### config.mk
export PLATFORM = sky130hd
export DESIGN_NAME = pme_wake_ctrl
export DESIGN_NICKNAME = d
export VERILOG_FILES = /design/src/rtl/pme_pkg.sv /design/src/rtl/pme_csr.sv /design/src/rtl/pme_fsm.sv /design/src/rtl/pme_pin.sv /design/src/rtl/pme_wake_ctrl.sv
export SDC_FILE = /design/constraint.sdc
export NUM_CORES = 1
export LEC_CHECK = 0
export ABC_CLOCK_PERIOD_IN_PS = 2000
export BUFFER_PORTS_ARGS = -buffer_cell sky130_fd_sc_hd__buf_2
export CAP_MARGIN = 5
export CORE_ASPECT_RATIO = 1.5
export CORE_MARGIN = 2
export CORE_UTILIZATION = 61
export CTS_BUF_LIST = sky130_fd_sc_hd__clkbuf_2
export DETAILED_ROUTE_END_ITERATION = 8
export PLACE_DENSITY_LB_ADDON = 0.25
export SLEW_MARGIN = 20
export SYNTH_ARGS = -nofsm -noshare
export SYNTH_HDL_FRONTEND = slang
export SYNTH_HIERARCHICAL = 1
export SYNTH_SLANG_ARGS = --single-unit
export TNS_END_PERCENT = 50
### constraint.sdc
create_clock -name clk -period 2 [get_ports clk]
set_input_delay 0.4 -clock clk [delete_from_list [all_inputs] [get_ports clk]]
set_output_delay 0.4 -clock clk [all_outputs]
set_load 0.02 [all_outputs]
### src/rtl/pme_pkg.sv
package pme_pkg;
    typedef enum logic [1:0] {
        ST_IDLE  = 2'd0,
        ST_PULSE = 2'd1,
        ST_HOLD  = 2'd2
    } pme_state_t;

    // Control fields, MSB first: bit3 buffer type .. bit0 enable
    typedef struct packed {
        logic push_pull;
        logic cont_mode;
        logic act_high;
        logic enable;
    } pme_ctl_t;

    localparam int CTL_W = 4;
    localparam int STS_BIT = 4;
endpackage

### src/rtl/pme_csr.sv
module pme_csr
    import pme_pkg::*;
(
    input  logic           clk,
    input  logic           rst_n,
    input  logic           wr_en,
    input  logic [4:0]     wr_data,
    input  logic           wake_evt,
    output pme_ctl_t       ctl_q,
    output pme_ctl_t       ctl_d,
    output logic           sts_q,
    output logic           sts_d
);
    always_comb begin
        ctl_d = ctl_q;
        if (wr_en) begin
            ctl_d = pme_ctl_t'(wr_data[CTL_W-1:0]);
        end
        // detection wins over a simultaneous clear
        sts_d = wake_evt | (sts_q & ~(wr_en & wr_data[STS_BIT]));
    end

    always_ff @(posedge clk or negedge rst_n) begin
        if (!rst_n) begin
            ctl_q <= '0;
            sts_q <= 1'b0;
        end else begin
            ctl_q <= ctl_d;
            sts_q <= sts_d;
        end
    end
endmodule

### src/rtl/pme_fsm.sv
module pme_fsm
    import pme_pkg::*;
#(
    parameter int PULSE_CYC = 6_250_000
) (
    input  logic clk,
    input  logic rst_n,
    input  logic wake_evt,
    input  logic en_d,
    input  logic cont_d,
    input  logic sts_d,
    output logic active
);
    localparam int CW = (PULSE_CYC > 1) ? $clog2(PULSE_CYC) : 1;
    localparam logic [CW-1:0] LOAD = CW'(PULSE_CYC - 1);

    pme_state_t state_q, state_d;
    logic [CW-1:0] cnt_q, cnt_d;
    logic start;

    assign start = wake_evt & en_d;

    always_comb begin
        state_d = state_q;
        cnt_d   = cnt_q;
        unique case (state_q)
            ST_IDLE: begin
                if (start) begin
                    state_d = cont_d ? ST_HOLD : ST_PULSE;
                    cnt_d   = LOAD;
                end
            end
            ST_PULSE: begin
                if (!en_d || !sts_d) begin
                    state_d = ST_IDLE;
                end else if (wake_evt) begin
                    state_d = cont_d ? ST_HOLD : ST_PULSE;
                    cnt_d   = LOAD;
                end else if (cnt_q == '0) begin
                    state_d = ST_IDLE;
                end else begin
                    cnt_d = cnt_q - 1'b1;
                end
            end
            ST_HOLD: begin
                if (!en_d || !sts_d) begin
                    state_d = ST_IDLE;
                end
            end
            default: state_d = ST_IDLE;
        endcase
    end

    always_ff @(posedge clk or negedge rst_n) begin
        if (!rst_n) begin
            state_q <= ST_IDLE;
            cnt_q   <= '0;
        end else begin
            state_q <= state_d;
            cnt_q   <= cnt_d;
        end
    end

    assign active = (state_q != ST_IDLE);
endmodule

### src/rtl/pme_pin.sv
module pme_pin
    import pme_pkg::*;
(
    input  logic     active,
    input  pme_ctl_t ctl,
    output logic     pin_out,
    output logic     pin_oe
);
    always_comb begin
        if (ctl.push_pull) begin
            pin_oe  = 1'b1;
            pin_out = ctl.act_high ? active : ~active;
        end else begin
            pin_oe  = active;
            pin_out = 1'b0;
        end
    end
endmodule

### src/rtl/pme_wake_ctrl.sv
module pme_wake_ctrl
    import pme_pkg::*;
#(
    parameter int PULSE_CYC = 6_250_000
) (
    input  logic       clk,
    input  logic       rst_n,
    input  logic       wr_en,
    input  logic [4:0] wr_data,
    input  logic       wake_evt,
    output logic [4:0] rd_data,
    output logic       pme_out,
    output logic       pme_oe,
    output logic       pme_irq
);
    pme_ctl_t ctl_q, ctl_d;
    logic sts_q, sts_d, active;

    pme_csr u_csr (
        .clk(clk), .rst_n(rst_n), .wr_en(wr_en), .wr_data(wr_data),
        .wake_evt(wake_evt), .ctl_q(ctl_q), .ctl_d(ctl_d),
        .sts_q(sts_q), .sts_d(sts_d)
    );

    pme_fsm #(.PULSE_CYC(PULSE_CYC)) u_fsm (
        .clk(clk), .rst_n(rst_n), .wake_evt(wake_evt),
        .en_d(ctl_d.enable), .cont_d(ctl_d.cont_mode), .sts_d(sts_d),
        .active(active)
    );

    pme_pin u_pin (
        .active(active), .ctl(ctl_q), .pin_out(pme_out), .pin_oe(pme_oe)
    );

    assign rd_data = {sts_q, ctl_q};
    assign pme_irq = sts_q;
endmodule

==> results by group <==
Finish
  – Antenna diode instance count: 0
  – Area Overhead vs Synth: 25.00%
  – Filler Cell Count: between 150 and 200
  – Final Instance Count excl. Fillers: 257
  – Nets: around 230
  – Most frequent cells in the layout: dfrtp_1, buf_4, buf_2
  – Share of layout cells above drive strength 1: a little under two fifths
  – Commonest non-fill, non-tap cell in the layout: dfrtp_1
  – Final core utilization: roughly four fifths

Run status
  – Status: finished, violations left
  – Failing checks: setup timing

Yosys
  – Seq/Total Area, Yosys: between 40% and 50%
  – Syn Nets: between 150 and 200
  – Synthesized cell area: 1707 sq um
  – Count of state elements after synthesis: 30
  – Asr flop ratio synth: 100.0%
  – Avg Cell Area, Syn: 9.922 sq um
  – Synth Flop Type: dfrtp_1
  – Synth top area share: a little over two fifths
  – Synth warn: 6
  – Synthesized instance count: approximately 170
  – Number of flops mapped to enable cells by yosys: 0
  – Largest cells by area after synthesis: dfrtp_1, mux2_2, nor3_1
  – Synth unique cells: 49
  – Leading area contributor after synthesis: dfrtp_1

Clock network
  – H-tree levels: 2
  – CTS hold repair buffers: 0
  – Num CTS Buffers: 5
  – TritonCTS clock tree: built
  – Skew-Pair Late Insertion Delay: ~370 ps
  – Reg clk slew, reported paths: 150 ps
  – Number of clock sinks: 30
  – Clk Tree Root Cell: clkbuf_2
  – Deepest clock path buffer count: 2

Power and ir drop
  – Pwr/cell area: around 570 nW/um^2
  – Pint: ~0.84 mW
  – Switch share: a little under a third
  – VDD IR max: ~450 uV
  – Part of the power in the clock network: about a fifth
  – Final total power: between 1 and 1.5 mW
  – Static Leak: around 0.8 nW
  – Switch Pwr: between 0.3 and 0.4 mW
  – Flop pwr share: 54.2%
  – Combinational share of power: between 20% and 30%

Floorplanning
  – Core region area: ~2700 sq um
  – # IOs: 17
  – Row cnt: 23
  – Die area: 3245 sq um
  – Die W: about 47 um
  – Initial core utilization: a little under two thirds
  – Die H: about 70 um

Detailed routing
  – Drt via density: approximately 6.7
  – Final WL: roughly 4.6 mm
  – WL/cell: 17.89 um
  – Routed Antenna Nets: 0
  – Initial DRC count: 118
  – # DRC: 0
  – DR vias: about 1,700
  – DR pass1 iterations: 5

Job
  – Max_cap viols: 0

Critical path
  – CP Max Fanout: 5
  – CP Launch Point: u_fsm/cnt_q[18]$_DFFE_PN0P_
  – Crit. End Element: register
  – Reg-to-reg startpoint: u_fsm/cnt_q[18]$_DFFE_PN0P_
  – Critical path launch point type: register
  – WS Path Type: reg -> reg
  – Data arrival time of the critical path: 2290 ps
  – CP Data Required Time: roughly 2300 ps

Global route
  – Initial antenna violation count: 0
  – Largest net degree at the start of global routing: 31
  – Vias in the first global route: 1,551
  – All-Layer GR Usage: a little under a third
  – First-pass GRT wire length: 6.886 mm
  – Grt ovf: 0

STA
  – Worst setup margin: -39.77 ps
  – Setup TNS: -49.46 ps
  – Final period util: 102.0%
  – Max frequency: approximately 490 MHz
  – Post-route minimum period: 2040 ps
  – Fin Clk Skew: 25.76 ps
  – RSZ-0062 raised after global routing: yes
  – Final hold viol count: 0
  – Worst-Margin Slew: around 670 ps
  – Max-slew violation count: 0
  – # setup viols final: 2
  – Relative slew slack: about 55%

Min path
  – Hold Path Class: in -> async

Placed design
  – # port buffers: 16
  – GPL Wtd Cong: around 0.88
  – DP Cell Count: around 240
  – Setup Slack @ Placement: -70.55 ps
  – Post-detail-place hpwl: 3.268 mm
## synthesized netlist by cell type, types with 2 or more instances
cell type,instances
dfrtp_1,30
nor2_1,16
nor3_1,12
nand2_1,10
a21oi_1,9
o21ai_0,8
a31oi_1,7
mux2_2,6
o31ai_1,6
a211oi_1,5
nand3_1,5
or2_2,4
a311oi_1,3
a41oi_1,3
and2_1,3
inv_1,3
nor4_1,3
or4_4,3
nand4_1,2
nor2b_1,2
nor3_2,2
o211ai_1,2
o41ai_1,2
## path summary, 6_finish.rpt
| check | endpoint | depth (start not counted) | slack, ps |
|---|---|---|---|
| min in group clk | u_csr/ctl_q[3]$_DFF_PN0_ | 2 | 250 |
| hold reg to reg | u_csr/ctl_q[2]$_DFF_PN0_ | 1 | 550 |
| hold / removal | u_fsm/cnt_q[18]$_DFFE_PN0P_ | 1 | 40 |
| setup reg to reg | u_fsm/cnt_q[19]$_DFFE_PN0P_ | 6 | -40 |
| max in group asynchronous | u_fsm/cnt_q[16]$_DFFE_PN0P_ | 1 | 1500 |
| setup / recovery | u_fsm/cnt_q[19]$_DFFE_PN0P_ | 6 | -40 |
## stage by stage
stage | instance area [sq um] | hold slack, ps
floorplan | 1707 | 104.4
global placement | 1974 | 456.4
detailed placement | 1974 | 461.9
CTS | 2011 | 54.93
global route | 2133 | 46.84
finish | 2133 | 40.23
## layer usage
metal	part of all wire [%]	vias to the layer above	GRT usage, %
met4	4.2	0	14.24
met5	0	-	0
met3	6.1	26	7.813
li1	-	777	-
met2	52	92	53.60
met1	38	822	34.06
## flip-flops by register name, indices dropped and copies added, names as in the netlist
register,count
u_csr/ctl_q,4
u_csr/sts_q,1
u_fsm/cnt_q,23
u_fsm/state_q,2
## critical path, stage by stage (launching register included)
cell      delay [ps]
dfrtp_1          420
or4_4            600
buf_4            160
nor2_1           200
a211oi_1         120
a311oi_1         340
a31oi_1           90
## layout make-up
class | instances | area, sq um | area share (%)
clock buffer | 5 | 25.02 | 1.173
multi-input combinational | 136 | 992.2 | 46.51
inverter | 3 | 11.26 | 0.5279
tap | 37 | 46.29 | 2.170
clock inverter | 1 | 3.754 | 0.1760
sequential | 30 | 750.7 | 35.19
timing repair buffer | 45 | 304.0 | 14.25
## power by group through the flow
stage / registers (mW) / logic (mW) / clock network [mW]
2_1_floorplan: 0.681 / 0.133 / 0
3_3_place_gp: 0.669 / 0.248 / 0
3_5_place_dp: 0.672 / 0.256 / 0
4_1_cts: 0.658 / 0.262 / 0.268
5_1_grt: 0.665 / 0.320 / 0.297
6_report: 0.661 / 0.300 / 0.258
## timing repair
item,in CTS,in global routing
pin swaps,0,8
buffers inserted,1,7
resized for setup,0,18
endpoints found under the setup margin,2,16
## logic make-up after synthesis
kind of cell / after synthesis / synth area share, %
xor+xnor: 1 / 0.5133
buf+inv: 6 / 1.613
simple gates: 73 / 25.95
mux: 7 / 4.545
compound gates: 54 / 22.66
flops: 30 / 43.99
fa+ha+maj: 1 / 0.7330
No activity file was read; power rests on OpenSTA's default activity.
